### src/rtl/fetchu_pkg.sv
package fetchu_pkg;

    localparam int WORD_W = 16;
    localparam int OPC_W  = 8;

    typedef enum logic [2:0] {
        CMD_IDLE    = 3'd0,
        CMD_FETCH   = 3'd1,
        CMD_RET     = 3'd2,
        CMD_BRANCH  = 3'd3,
        CMD_DATA    = 3'd4,
        CMD_RESTORE = 3'd5
    } cmd_e;

    // Result of sorting one instruction word
    typedef struct packed {
        logic             is_op;
        logic [OPC_W-1:0] opc;
    } decode_t;

    // Control produced by next-PC selection
    typedef struct packed {
        logic is_fetch_op;
        logic is_call;
        logic save_ld;
    } step_t;

endpackage

### src/rtl/fetchu_classify.sv
module fetchu_classify
    import fetchu_pkg::*;
#(
    parameter int W = WORD_W,
    parameter int O = OPC_W
) (
    input  logic [W-1:0] word,
    output decode_t      dec
);
    localparam int PFX_W = W - O;

    logic [PFX_W-1:0] prefix;

    assign prefix    = word[W-1:O];
    assign dec.is_op = &prefix;
    assign dec.opc   = word[O-1:0];

endmodule

### src/rtl/fetchu_next_pc.sv
module fetchu_next_pc
    import fetchu_pkg::*;
#(
    parameter int W = WORD_W
) (
    input  logic [2:0]   cmd,
    input  logic [W-1:0] pc,
    input  logic [W-1:0] link,
    input  logic [W-1:0] word,
    input  logic [W-1:0] pop_addr,
    input  logic [W-1:0] data_addr,
    input  logic         taken,
    input  logic         word_is_op,
    output logic [W-1:0] pc_nxt,
    output step_t        step
);
    localparam logic [W-1:0] ONE = {{(W-1){1'b0}}, 1'b1};

    cmd_e c;
    assign c = cmd_e'(cmd);

    always_comb begin
        pc_nxt = pc;
        step   = '0;
        case (c)
            CMD_FETCH: begin
                if (word_is_op) begin
                    step.is_fetch_op = 1'b1;
                    pc_nxt           = pc + ONE;
                end else begin
                    step.is_call = 1'b1;
                    step.save_ld = 1'b1;
                    pc_nxt       = word;
                end
            end
            CMD_RET:     pc_nxt = pop_addr + ONE;
            CMD_BRANCH:  pc_nxt = taken ? word : pc + ONE;
            CMD_DATA: begin
                step.save_ld = 1'b1;
                pc_nxt       = data_addr;
            end
            CMD_RESTORE: pc_nxt = link;
            default:     pc_nxt = pc;
        endcase
    end

endmodule

### src/rtl/fetchu_link.sv
module fetchu_link
    import fetchu_pkg::*;
#(
    parameter int W = WORD_W
) (
    input  logic         clk,
    input  logic         rst,
    input  logic         save_ld,
    input  logic         call,
    input  logic [W-1:0] pc,
    output logic [W-1:0] link,
    output logic         push_valid
);
    always_ff @(posedge clk) begin
        if (rst) begin
            link       <= '0;
            push_valid <= 1'b0;
        end else begin
            push_valid <= call;
            if (save_ld) begin
                link <= pc;
            end
        end
    end

    // the value offered for push is the address the call came from
    p_push_src_r3: assert property (@(posedge clk) disable iff (rst)
        call |=> (push_valid && link == $past(pc)));

endmodule

### src/rtl/fetchu_top.sv
module fetchu_top
    import fetchu_pkg::*;
#(
    parameter int W = WORD_W,
    parameter int O = OPC_W
) (
    input  logic         clk,
    input  logic         rst,
    input  logic [2:0]   cmd,
    input  logic [W-1:0] mem_rdata,
    input  logic [W-1:0] pop_addr,
    input  logic [W-1:0] data_addr,
    input  logic         br_taken,
    output logic [W-1:0] mem_addr,
    output logic         op_valid,
    output logic [O-1:0] op_code,
    output logic         push_valid,
    output logic [W-1:0] push_data
);
    localparam logic [W-1:0] ONE = {{(W-1){1'b0}}, 1'b1};

    logic [W-1:0] pc_q;
    logic [W-1:0] pc_nxt;
    logic [W-1:0] link;
    decode_t      dec;
    step_t        step;

    fetchu_classify #(.W(W), .O(O)) u_cls (
        .word (mem_rdata),
        .dec  (dec)
    );

    fetchu_next_pc #(.W(W)) u_npc (
        .cmd        (cmd),
        .pc         (pc_q),
        .link       (link),
        .word       (mem_rdata),
        .pop_addr   (pop_addr),
        .data_addr  (data_addr),
        .taken      (br_taken),
        .word_is_op (dec.is_op),
        .pc_nxt     (pc_nxt),
        .step       (step)
    );

    fetchu_link #(.W(W)) u_link (
        .clk        (clk),
        .rst        (rst),
        .save_ld    (step.save_ld),
        .call       (step.is_call),
        .pc         (pc_q),
        .link       (link),
        .push_valid (push_valid)
    );

    always_ff @(posedge clk) begin
        if (rst) begin
            pc_q     <= '0;
            op_valid <= 1'b0;
            op_code  <= '0;
        end else begin
            pc_q     <= pc_nxt;
            op_valid <= step.is_fetch_op;
            if (step.is_fetch_op) begin
                op_code <= dec.opc;
            end
        end
    end

    assign mem_addr  = pc_q;
    assign push_data = link;

    // an all-ones upper byte yields an opcode and a one-word advance
    p_fetch_op_r2: assert property (@(posedge clk) disable iff (rst)
        (cmd == 3'd1 && mem_rdata[W-1:O] == {(W-O){1'b1}})
        |=> (op_valid && !push_valid && op_code == $past(mem_rdata[O-1:0])
             && mem_addr == $past(mem_addr) + ONE));

    // any other fetched word is a jump target
    p_call_jump_r3: assert property (@(posedge clk) disable iff (rst)
        (cmd == 3'd1 && mem_rdata[W-1:O] != {(W-O){1'b1}})
        |=> (mem_addr == $past(mem_rdata) && !op_valid));

    // return lands one past the popped address
    p_ret_inc_r4: assert property (@(posedge clk) disable iff (rst)
        (cmd == 3'd2) |=> (mem_addr == $past(pop_addr) + ONE));

    // idle holds the counter
    p_idle_hold_r9: assert property (@(posedge clk) disable iff (rst)
        (cmd == 3'd0 || cmd == 3'd6 || cmd == 3'd7) |=> $stable(mem_addr));

    // the two pulses never coincide
    p_pulse_excl_r10: assert property (@(posedge clk) disable iff (rst)
        !(op_valid && push_valid));

endmodule

### config.mk
export PLATFORM = sky130hd
export DESIGN_NAME = fetchu_top
export DESIGN_NICKNAME = d
export VERILOG_FILES = /design/src/rtl/fetchu_pkg.sv /design/src/rtl/fetchu_classify.sv /design/src/rtl/fetchu_next_pc.sv /design/src/rtl/fetchu_link.sv /design/src/rtl/fetchu_top.sv
export SDC_FILE = /design/constraint.sdc
export NUM_CORES = 1
export LEC_CHECK = 0
export BUFFER_PORTS_ARGS = -buffer_cell sky130_fd_sc_hd__buf_2
export CORE_MARGIN = 4
export CORE_UTILIZATION = 55
export DETAILED_ROUTE_END_ITERATION = 16
export GPL_TIMING_DRIVEN = 0
export PLACE_DENSITY = 0.85
export SETUP_SLACK_MARGIN = 0.02
export SYNTH_ARGS = -nofsm -noshare
export SYNTH_HDL_FRONTEND = slang
export SYNTH_SLANG_ARGS = --single-unit
export TNS_END_PERCENT = 50
### constraint.sdc
create_clock -name clk -period 4.9 [get_ports clk]
set_input_delay 0.98 -clock clk [delete_from_list [all_inputs] [get_ports clk]]
set_output_delay 0.98 -clock clk [all_outputs]
set_load 0.005 [all_outputs]
## Yosys cells after proc, flatten, opt, wreduce, memory -nomap -nowiden

Index checks and enable logic that the tools add are counted.

| word-level totals | value |
|---|---|
| register bits after elaboration | 42 |
| latch bits | 0 |
| bits in writable memories | 0 |
| ROM bits | 0 |
| bits of input ports | 54 |
| output and inout bits | 42 |
| word-level logic and storage cells | 23 |
| memories | 0 |

| operators by class | value |
|---|---|
| add/sub/neg operators | 2 |
| $mul | 0 |
| div/mod/pow operators | 0 |
| $lt $le $gt $ge | 0 |
| equal/unequal tests | 5 |
| shift-type cells | 0 |
| multiplexer cells | 7 |
| bitwise gates (word level) | 1 |
| reduce and logical (&&, ||, !) cells | 3 |

Operator list:

| cell | number |
|---|---|
| 16-bit one-hot mux with 5 select lines | 1 |
| 16-bit by 1-bit adder with 16-bit output (second input constant) | 2 |
| 16-bit two-way mux | 2 |
| 8-bit AND reduction | 1 |
| 3-bit by 2-bit == test with 1-bit output (second input constant) | 2 |
| 3-bit == test (second input constant) | 2 |
| 5-bit nonzero test | 1 |
| 2-bit two-way mux | 2 |
| 3-bit by 1-bit == test with 1-bit output (second input constant) | 1 |
| 1-bit one-hot mux with 2 select lines | 1 |
| 2-bit OR reduction | 1 |
| 1-bit two-way mux | 1 |
| 1-bit NOT | 1 |

## Longest topological paths before layout

Gate-level depths: netlist of run 1.

| depth | value |
|---|---|
| word-level depth | 3 |
| mapped depth | 8 |

## Cells and area by module

Synthesis of run 1 repeated with hierarchy kept, for this count alone.

| unflattened totals | value |
|---|---|
| cells, all modules | 351 |
| area total of the unflattened synthesis | 2,821.5 um^2 |

By module, submodules not included:

| module | instances | cells each | area each (um^2) | sequential area each (um^2) |
|---|---|---|---|---|
| fetchu_next_pc | 1 | 225 | 1,393.8 | 0.0 |
| fetchu_top | 1 | 61 | 743.2 | 500.5 |
| fetchu_link | 1 | 54 | 608.1 | 340.3 |
| fetchu_classify | 1 | 11 | 76.3 | 0.0 |

## Least setup slack after synthesis of run 1

OpenSTA, ideal clock, no wires.

| timing path | value |
|---|---|
| path kind | in2reg |
| from | in pop_addr[0] |
| to | reg pc_q[14], in the netlist mem_addr[14] |
| arrival time | 2.071 ns |
| setup slack | 2.712 ns |
| cell stages on the path | 7 |
| buffers on the path | 0 |
| cells stage by stage | ha_1 nand4_1 nor4_1 xor2_1 a21oi_1 o21ai_0 a22o_1 |

| between the ends | value |
|---|---|
| word-level cells in the longest chain between the ends | 2 |

RTL lines:

| item | RTL line | text |
|---|---|---|
| from (decl) | fetchu_top.sv:11 | `input logic [W-1:0] pop_addr,` |
| 16-bit by 1-bit adder with 16-bit output | fetchu_next_pc.sv:36 | `CMD_RET: pc_nxt = pop_addr + ONE;` |
| 16-bit one-hot mux with 5 select lines | fetchu_next_pc.sv:25 | `case (c)` |
| to (signal assigned) | fetchu_top.sv:62 | `pc_q <= pc_nxt;` |
| to (decl) | fetchu_top.sv:22 | `logic [W-1:0] pc_q;` |

Every way passes these cells.
A chain may end at the register's enable or synchronous reset.

## Final worst setup path of run 1

| timing path | value |
|---|---|
| from | in mem_rdata[13] |
| to | reg u_link.link[10] |

| between the ends | value |
|---|---|
| word-level cells in the longest chain between the ends | 3 |

RTL lines:

| item | RTL line | text |
|---|---|---|
| from (decl) | fetchu_top.sv:10 | `input logic [W-1:0] mem_rdata,` |
| 8-bit AND reduction | fetchu_classify.sv:15 | `assign dec.is_op = &prefix;` |
| 2-bit two-way mux | fetchu_next_pc.sv:27 | `if (word_is_op) begin` |
| 1-bit one-hot mux with 2 select lines | fetchu_next_pc.sv:25 |  |
| to (signal assigned) | fetchu_link.sv:21 | `link <= pc;` |
| to (decl) | fetchu_link.sv:11 | `output logic [W-1:0] link,` |

Every way passes these cells.

==> results.py, run 1 <==
metrics = {
    "power": {
        "p_leak_uw": 0.00162,
        "power_uw": 887,
        "p_per_area_nw_per_um2": 232,
        "ir_drop_uv": 120,
    },
    "cells_and_area": {
        "stdcell_area_um2": 3820,
        "multi_input_area_um2": 2110,
        "fill_cells": 510,
        "antenna_cells": 0,
        "area_delta_synth_final_pct": 21.4,
        "layout-drive-gt1-share_pct": 29.2,
        "instances_no_fill": 590,
        "final_nets": 574,
        "seqCellArea_um2": 841,
    },
    "clock_tree": {
        "cts_setup_buffers": 0,
        "hold_buffers": 0,
        "path_clk_slew_ns": 0.08,
        "cts_tree": "done",
        "cts_buffer_depth": 2,
        "cts_sinks": 42,
        "clock_latency_ns": 0.29,
        "cts_made_buffers": 5,
        "cts_resized": 0,
        "cts_htree_levels": 2,
        "cts_root_buf": "clkbuf_8",
    },
    "synthesis": {
        "async_flop_share_pct": 0,
        "synthTopCellsByArea": "dfxtp_1 (27%), a21oi_1 (8.9%), o21ai_0 (7.0%)",
        "syn_inst": 417,
        "synth_edf_count": 0,
        "synth_top_area_cell": "dfxtp_1",
        "synthesis.yosys.warnings": 0,
        "avgSynthCellArea_um2": 7.55,
        "seq_area_frac_synth_pct": 26.7,
        "syn_area_um2": 3150,
        "synth_nets": 473,
        "synthFlopType": "dfxtp_1",
        "synth_cell_types": 67,
        "synth.ff_latch_count": 42,
        "synth_top_area_share_pct": 26.7,
    },
    "timing": {
        "rsz0062_at_grt": "no",
        "min_period_over_period_pct": 49.5,
        "hold_violations": 0,
        "fin_skew_ns": 0.00530,
        "fin_crit_ns": 2.42,
        "fmax_ghz": 0.412,
        "tightest_slew_ns": 0.677,
        "slew_headroom_pct": 54.9,
        "setup_tns_ns": 0,
        "setup_ws_ns": 2.48,
        "finalSetupViolations": 0,
        "drv_slew": 0,
    },
    "grt": {
        "grtUsageTotal_pct": 31.4,
        "grt_max_degree": 13,
        "grt_pass1_wl_mm": 17.8,
        "grt_pass1_vias": 3413,
        "overflow": 0,
        "antenna_found_initial": 0,
    },
    "floorplan": {
        "coreArea_um2": 5540,
        "ios": 96,
        "die_h_um": 83.7,
        "rows": 27,
        "dieArea_um2": 7000,
        "start_util_pct": 56.8,
        "die_x_um": 83.7,
    },
    "drt": {
        "firstDrtPassIters": 5,
        "drc": 0,
        "wl_mm": 11.1,
        "ant_nets": 0,
        "wire_per_inst_um": 18.8,
        "drt_iter0_markers": 302,
        "viasPerCell": 6.11,
        "routed-via-count": 3602,
    },
    "worst_setup_path": {
        "cp-end-kind": "flop",
        "worst_path_most_repeated_cell": "buf_2",
        "cp.required_ns": 5.11,
        "path_cells": "buf_2 > nand4_1 > or2_1 > a21oi_2 > nor2_1 > buf_2 > nand2_1 > a21oi_1",
        "crit_type": "input port to flop",
        "slowest_stage": "nor2_1",
        "cp.arrival_ns": 2.64,
        "worstSetupStartpointType": "input port",
        "max_stage_delay_ns": 0.37,
        "path_max_fanout": 10,
    },
    "place": {
        "place_hpwl_mm": 8.57,
        "io_buffer_count": 94,
        "placed_cells": 583,
        "place_ws_ns": 2.25,
        "place.gp.congestion": 0.978,
        "placed_area_um2": 3710,
    },
    "hold_path": {
        "min_path_type": "flop to flop",
    },
    "run": {
        "drv_cap": 0,
    },
    "run_status": {
        "status": "complete, no violations",
    },
}
[metal layers]
| metal | up-vias | track usage, % | part of all wire, % |
|---|---|---|---|
| met5 | - | 0 | 0 |
| met2 | 235 | 51.2 | 46 |
| met1 | 1641 | 41.3 | 41 |
| li1 | 1690 | - | - |
| met3 | 36 | 6.22 | 10 |
| met4 | 0 | 11.1 | 2.9 |
[layout by cell type (no fill, tap or decap), drive strengths merged, types with 4 or more instances in the layout]
| cell | netlist | layout |
|---|---|---|
| o221ai | 4 | 4 |
| nor3 | 11 | 11 |
| nor2 | 37 | 37 |
| nand2b | 4 | 4 |
| nand4 | 13 | 13 |
| a22o | 4 | 4 |
| and2 | 4 | 4 |
| nor4 | 4 | 4 |
| mux2i | 10 | 10 |
| a21oi | 58 | 58 |
| buf | 19 | 113 |
| a31oi | 4 | 4 |
| nand2 | 58 | 58 |
| inv | 6 | 6 |
| mux2 | 5 | 5 |
| clkbuf | 10 | 16 |
| nand3 | 10 | 10 |
| o21ai | 47 | 47 |
| xor2 | 13 | 13 |
| xnor2 | 15 | 15 |
| dfxtp | 42 | 42 |
[worst max-delay path: cells and delay by family]
kind	cells	cell delay, ns
simple gates	4	0.87
buf+inv	2	0.45
compound gates	2	0.33
[cell families (layout without fill, tap and decap cells)]
logic type / Yosys count / after routing / synth area share [%]
xor gates and xnor gates: 28 / 28 / 8.03
and+or+nand+nor: 154 / 154 / 26.5
muxes: 15 / 15 / 4.97
DFF: 42 / 42 / 26.7
buffers and inverters: 35 / 136 / 6.20
adders and majority gates: 2 / 2 / 0.794
AOI/OAI and AO/OA: 141 / 141 / 26.8
[registers in the layout, indices dropped and copies added (netlist names)]
register / flops
mem_addr: 16
op_code: 8
op_valid: 1
u_link.link: 16
u_link.push_valid: 1
[cell type report]
| class | instances | share of cell area, % |
|---|---|---|
| buffer | 29 | 4.52 |
| clock buffer | 6 | 2.16 |
| clock inverter | 1 | 0.786 |
| inverter | 6 | 0.589 |
| multi-input combinational | 340 | 55.3 |
| sequential | 42 | 22.0 |
| tap | 72 | 2.36 |
| timing repair buffer | 94 | 12.3 |
[cells in the mapped netlist (all sizes together), types with 3 or more instances]
| cell | n |
|---|---|
| a21oi | 58 |
| nand2 | 58 |
| o21ai | 47 |
| dfxtp | 42 |
| nor2 | 37 |
| buf | 19 |
| xnor2 | 15 |
| nand4 | 13 |
| xor2 | 13 |
| nor3 | 11 |
| clkbuf | 10 |
| mux2i | 10 |
| nand3 | 10 |
| inv | 6 |
| mux2 | 5 |
| a22o | 4 |
| a31oi | 4 |
| and2 | 4 |
| nand2b | 4 |
| nor4 | 4 |
| o221ai | 4 |
| nor2b | 3 |
| o21a | 3 |
| o22ai | 3 |
[power breakdown]
part / switching (µW) / internal, µW / leakage (µW)
sequential: 24.2 / 357 / 0.000343
combinational: 132 / 91.1 / 0.00122
clock: 120 / 163 / 0.0000573
[path summary, 6_finish.rpt]
check                                                    end  cells after the start  slack [ns]                      from
worst max-delay path            u_link.link[10]$_SDFFE_PP0P_                      8        2.48             mem_rdata[13]
worst min register to register       op_code[3]$_SDFFE_PP0P_                      2        0.46   op_code[3]$_SDFFE_PP0P_
worst max register to register      mem_addr[4]$_SDFFE_PP0P_                      8        2.96  mem_addr[0]$_SDFFE_PP0P_
worst min-delay path                 op_code[3]$_SDFFE_PP0P_                      2        0.46   op_code[3]$_SDFFE_PP0P_
[metrics by stage]
stage                     hold slack [ns]  util (%)
after floorplan                     0.453         -
after global placement              0.441      67.0
after detailed placement            0.443      67.0
after CTS                           0.455      69.0
after global routing                0.493      69.0
final                               0.455      69.0
Power figures use the tool's default switching activity.
==> inputs of run 2 (changes only) <==
--- a/config.mk
+++ b/config.mk
@@ -5,12 +5,13 @@
 export SDC_FILE = /design/constraint.sdc
 export NUM_CORES = 1
 export LEC_CHECK = 0
+export ABC_AREA = 1
 export BUFFER_PORTS_ARGS = -buffer_cell sky130_fd_sc_hd__buf_2
 export CORE_MARGIN = 4
-export CORE_UTILIZATION = 55
+export CORE_UTILIZATION = 47
 export DETAILED_ROUTE_END_ITERATION = 16
 export GPL_TIMING_DRIVEN = 0
-export PLACE_DENSITY = 0.85
+export PLACE_DENSITY = 0.77
 export SETUP_SLACK_MARGIN = 0.02
 export SYNTH_ARGS = -nofsm -noshare
 export SYNTH_HDL_FRONTEND = slang
==> constraint.sdc (replaced) <==
create_clock -name clk -period 2.1 [get_ports clk]
set_input_delay 0.42 -clock clk [delete_from_list [all_inputs] [get_ports clk]]
set_output_delay 0.42 -clock clk [all_outputs]
set_load 0.005 [all_outputs]
==> run 2 against run 1 <==
Net effect: synthesized area fell by 0.91%; register-to-register slack got worse by 2.9 ns; via count rose by 9.2%; setup slack got worse by 2.4 ns; first-iteration DRC count rose by 22%; die area rose by 14%; final area fell by 1.0%; critical path depth rose by 2; sequential share of layout area rose by 0.26 points; worst hold slack got worse by 0.054 ns; synthesized cell count rose by 24%; sequential cell count did not move.
==> results.py, run 2 <==
metrics = {
    "synthesis": {
        "synthTopCellsByArea": "dfxtp_1 (27%), nand2_1 (14%), nand3_1 (8.8%)",
        "synth_most_common_cell": "nand2_1",
        "synth_edf_count": 0,
        "avgSynthCellArea_um2": 6.04,
        "synthTopCellsByCount": "nand2_1 (118), nor2_1 (67), inv_1 (58)",
        "synth.ff_latch_count": 42,
        "synthesis.yosys.warnings": 0,
        "synth_cell_types": 34,
        "synthFlopType": "dfxtp_1",
        "async_flop_share_pct": 0,
        "synth_top_area_cell": "dfxtp_1",
        "synth_top_area_share_pct": 26.9,
        "syn_area_um2": 3120,
        "synth_nets": 573,
        "seq_area_frac_synth_pct": 26.9,
        "syn_inst": 517,
    },
    "floorplan": {
        "start_util_pct": 48.9,
        "die_x_um": 89.5,
        "coreArea_um2": 6390,
        "die_h_um": 89.5,
        "ios": 96,
        "rows": 29,
        "dieArea_um2": 8010,
    },
    "clock_tree": {
        "clock_latency_ns": 0.31,
        "path_clk_slew_ns": 0.10,
        "cts_made_buffers": 5,
        "cts_sinks": 42,
        "hold_buffers": 0,
        "cts_setup_buffers": 0,
        "cts_root_buf": "clkbuf_8",
        "cts_htree_levels": 2,
        "cts_buffer_depth": 2,
        "cts_resized": 0,
        "cts_tree": "done",
    },
    "run": {
        "drv_cap": 0,
    },
    "grt": {
        "grt_pass1_vias": 3636,
        "overflow": 0,
        "grt_pass1_wl_mm": 18.3,
        "grt_max_degree": 14,
        "grtUsageTotal_pct": 30.2,
        "antenna_found_initial": 0,
    },
    "drt": {
        "ant_nets": 0,
        "wl_mm": 11.8,
        "viasPerCell": 5.66,
        "routed-via-count": 3934,
        "drt_iter0_markers": 367,
        "drc": 0,
        "wire_per_inst_um": 17.0,
        "firstDrtPassIters": 5,
    },
    "timing": {
        "rsz0062_at_grt": "no",
        "tightest_slew_ns": 0.611,
        "setup_tns_ns": 0,
        "drv_slew": 0,
        "finalSetupViolations": 0,
        "fin_skew_ns": 0.0119,
        "finalHoldWorstSlack_ns": 0.401,
        "setup_ws_ns": 0.0345,
        "fin_crit_ns": 2.07,
        "min_period_over_period_pct": 98.4,
        "fmax_ghz": 0.484,
        "slew_headroom_pct": 59.2,
        "hold_violations": 0,
    },
    "worst_setup_path": {
        "r2r-start": "mem_addr[1]$_SDFFE_PP0P_",
        "cp-end-kind": "flop",
        "startpoint": "mem_addr[1]$_SDFFE_PP0P_",
        "worstSetupStartpointType": "flop",
        "cp.required_ns": 2.29,
        "path_max_fanout": 5,
        "crit_type": "flop to flop",
        "cp.arrival_ns": 2.25,
    },
    "hold_path": {
        "min_path_type": "input port to flop",
        "hp-start": "mem_rdata[3]",
    },
    "run_status": {
        "status": "complete, no violations",
    },
    "cells_and_area": {
        "layout-drive-gt1-share_pct": 21.5,
        "final_common_cell": "nand2_1",
        "final_core_util_pct": 59.2,
        "most-common-layout-cells": "nand2_1 (118), buf_2 (101), nor2_1 (67)",
        "antenna_cells": 0,
        "seqCellArea_um2": 842,
        "instances_no_fill": 695,
        "multi_input_area_um2": 1920,
        "final_nets": 673,
        "area_delta_synth_final_pct": 21.3,
        "fill_cells": 669,
    },
    "power": {
        "ir_drop_uv": 314,
        "p_per_area_nw_per_um2": 533,
        "p_leak_uw": 0.00187,
    },
    "place": {
        "placed_cells": 687,
        "place_ws_ns": 0.101,
        "io_buffer_count": 93,
        "place_hpwl_mm": 8.95,
        "place.gp.congestion": 0.971,
    },
}
[run 2: cell types whose count changed after synthesis, sizes merged, moves of 10 or more]
cell,change
a211oi,+11
a21oi,-18
inv,+55
mux2i,-10
nand2,+62
nand3,+46
nor2,+34
xnor2,-14
[run 2: cells by family after synthesis]
group                    share of synthesized area, %
AND/OR/NAND/NOR                                  38.2
buffers and inverters                            11.8
XOR/XNOR                                         2.25
flip-flops                                       26.9
adder cells (fa/ha/maj)                         0.802
AO/OA/AOI/OAI                                    20.0
[run 2: final cells by class]
type	count	share of cell area [%]
multi-input cells	392	50.6
flip-flops and latches	42	22.3
repair buffers	93	12.3
inverters	61	6.12
plain buffers	22	3.64
well taps	77	2.55
clock buffers	6	2.18
clock inverters	2	0.331
[run 2: report_power, final]
part           leakage (µW)  total (µW)  switching [µW]  internal, µW
clock network     0.0000472         577             312           265
registers          0.000345         918            68.1           850
logic               0.00147         520             323           197
total               0.00187        2020             703          1310
[run 2: through the flow]
stage                     power (µW)  area [µm²]
final                           2020        3780
after global placement          1430        3680
after detailed placement        1440        3680
after global routing            2120        3780
after floorplan                 1210        3120
after CTS                       2010        3780
[run 2: final timing paths]
kind                                             endpoint  depth (start not counted)  slack, ns
worst max-delay path            mem_addr[10]$_SDFFE_PP0P_                         10       0.03
worst min-delay path              op_code[3]$_SDFFE_PP0P_                          3       0.40
worst max register to register  mem_addr[10]$_SDFFE_PP0P_                         10       0.03
worst min register to register    op_code[2]$_SDFFE_PP0P_                          2       0.46
[run 2: worst max-delay path: stages, from the launching register on]
cell     delay (ns)
dfxtp_1        0.48
ha_1           0.26
nand3_1        0.22
nor2_4         0.26
nand2_1        0.13
xor2_1         0.24
nand2_1        0.08
nand2_1        0.09
nand3_1        0.06
nand2_1        0.06
a21oi_1        0.06
[run 2: metal layers]
metal  part of all wire [%]  global-route usage, %  routed length [µm]  vias to the layer above
li1                       -                      -                   -                     1911
met1                     43                   41.5                5130                     1784
met2                     44                   47.2                5150                      218
met3                     11                   6.45                1290                       21
met4                    2.1                   9.74                 249                        0
met5                      0                      0                   0                        -
==> inputs of run 3 (changes only) <==
--- a/config.mk
+++ b/config.mk
@@ -6,12 +6,12 @@
 export NUM_CORES = 1
 export LEC_CHECK = 0
 export ABC_AREA = 1
-export BUFFER_PORTS_ARGS = -buffer_cell sky130_fd_sc_hd__buf_2
 export CORE_MARGIN = 4
-export CORE_UTILIZATION = 47
+export CORE_UTILIZATION = 55
 export DETAILED_ROUTE_END_ITERATION = 16
+export DONT_BUFFER_PORTS = 1
 export GPL_TIMING_DRIVEN = 0
-export PLACE_DENSITY = 0.77
+export PLACE_DENSITY = 0.73
 export SETUP_SLACK_MARGIN = 0.02
 export SYNTH_ARGS = -nofsm -noshare
 export SYNTH_HDL_FRONTEND = slang
==> run 3 against run 2 <==
Net effect: sequential power grew 0.8%; non-clock buffer count fell by 93; register-to-register slack better by 0.11 ns; final area down 12%; cell count down 14%; critical path type unchanged; critical endpoint unchanged.
==> results.py, run 3 (synthesis results as in run 2) <==
metrics = {
    "place": {
        "io_buffer_count": 0,
        "place.gp.congestion": 0.940,
        "place_hpwl_mm": 8.39,
    },
    "hold_path": {
        "whs_path_depth": 2,
        "min_path_type": "input port to flop",
        "hp-start": "mem_rdata[7]",
    },
    "cells_and_area": {
        "layout-drive-gt1-share_pct": 7.43,
        "antenna_cells": 0,
        "most-common-layout-cells": "nand2_1 (118), nor2_1 (67), inv_1 (58)",
        "area_delta_synth_final_pct": 6.09,
        "final_common_cell": "nand2_1",
        "final_nets": 580,
    },
    "timing": {
        "fin_skew_ns": 0.0108,
        "hold_violations": 0,
        "slew_headroom_pct": 60.9,
        "fin_crit_ns": 1.95,
        "rsz0062_at_grt": "no",
        "fmax_ghz": 0.512,
        "finalSetupViolations": 0,
        "min_period_over_period_pct": 93.1,
        "setup_tns_ns": 0,
        "drv_slew": 0,
        "tightest_slew_ns": 0.586,
    },
    "worst_setup_path": {
        "startpoint": "mem_addr[0]$_SDFFE_PP0P_",
        "path_cells": "ha_1 > nand3_1 > nor2_4 > nand2_1 > xor2_1 > nand2_1 > nand2_1 > nand3_1 > nand2_1 > a21oi_1",
        "worstSetupStartpointType": "flop",
        "reg2regPathDepth": 10,
        "slowest_stage": "dfxtp_1",
        "cp_top_family": "simple AND/OR/NAND/NOR gates",
        "crit_type": "flop to flop",
        "r2r-start": "mem_addr[0]$_SDFFE_PP0P_",
        "path_max_fanout": 7,
        "cp_num_buf_inv": 0,
        "max_stage_delay_ns": 0.49,
        "cp.required_ns": 2.30,
        "worst_path_most_repeated_cell": "nand2_1",
        "cp.arrival_ns": 2.15,
        "path_depth": 10,
        "cp-end-kind": "flop",
    },
    "drt": {
        "drc": 0,
        "drt_iter0_markers": 356,
        "ant_nets": 0,
        "routed-via-count": 3562,
        "wl_mm": 11.1,
        "firstDrtPassIters": 5,
        "viasPerCell": 5.97,
        "wire_per_inst_um": 18.5,
    },
    "clock_tree": {
        "cts_buffer_depth": 2,
        "cts_made_buffers": 5,
        "clock_latency_ns": 0.31,
        "cts_tree": "done",
        "cts_htree_levels": 2,
        "cts_root_buf": "clkbuf_8",
        "cts_sinks": 42,
        "path_clk_slew_ns": 0.10,
    },
    "run": {
        "drv_cap": 0,
    },
    "grt": {
        "overflow": 0,
        "grt_max_degree": 14,
        "grt_pass1_vias": 3370,
        "antenna_found_initial": 0,
        "grt_pass1_wl_mm": 17.5,
        "grtUsageTotal_pct": 31.6,
    },
    "power": {
        "p_per_area_nw_per_um2": 576,
        "ir_drop_uv": 321,
        "p_leak_uw": 0.00145,
        "power_uw": 1910,
    },
    "floorplan": {
        "die_x_um": 83.3,
        "coreArea_um2": 5510,
        "dieArea_um2": 6940,
        "start_util_pct": 56.7,
        "rows": 27,
        "ios": 96,
        "die_h_um": 83.3,
    },
    "run_status": {
        "status": "complete, no violations",
    },
}
[run 3: layout make-up]
class | instances | area, µm²
buffer | 22 | 138
clock buffer | 6 | 82.6
clock inverter | 2 | 12.5
fill | 555 | 2200
inverter | 61 | 231
multi-input combinational | 392 | 1920
sequential | 42 | 841
tap | 72 | 90.1
[run 3: stage by stage]
stage               util (%)  instances  hold WS [ns]  area (µm²)  setup WS, ns
floorplan                  -        517         0.450        3120         0.526
detailed placement      58.3        589         0.463        3210         0.155
global placement        58.3        589         0.468        3210         0.175
finish                  60.1        597         0.291        3310         0.145
global route            60.1        597         0.292        3310        0.0248
CTS                     60.0        597         0.282        3310         0.136
[run 3: timing repair]
| item | 4_1_cts | 5_1_grt |
|---|---|---|
| endpoints found under the setup margin | 0 | 3 |
| hold buffers | 0 | 0 |
| endpoints found under the hold margin | 0 | 0 |
| gates resized for setup | 0 | 1 |
| buffers inserted | 0 | 0 |
[run 3: where the power goes]
| part | leakage, µW | switching, µW | internal [µW] |
|---|---|---|---|
| clock | 0.0000472 | 333 | 266 |
| sequential | 0.000345 | 75.1 | 850 |
| combinational | 0.00106 | 252 | 132 |
| total | 0.00145 | 660 | 1250 |
[run 3: final timing paths]
check,slack [ns],to
worst min-delay path,0.29,op_code[7]$_SDFFE_PP0P_
worst min register to register,0.48,op_code[7]$_SDFFE_PP0P_
worst max register to register,0.15,mem_addr[10]$_SDFFE_PP0P_
worst max-delay path,0.15,mem_addr[10]$_SDFFE_PP0P_
[run 3: layer usage]
metal	wire length [µm]	GRT usage [%]	vias to the layer above
met5	0	0	-
met4	391	11.3	0
met3	1140	8.63	28
met2	5290	52.3	203
met1	4250	39.3	1612
li1	-	-	1719
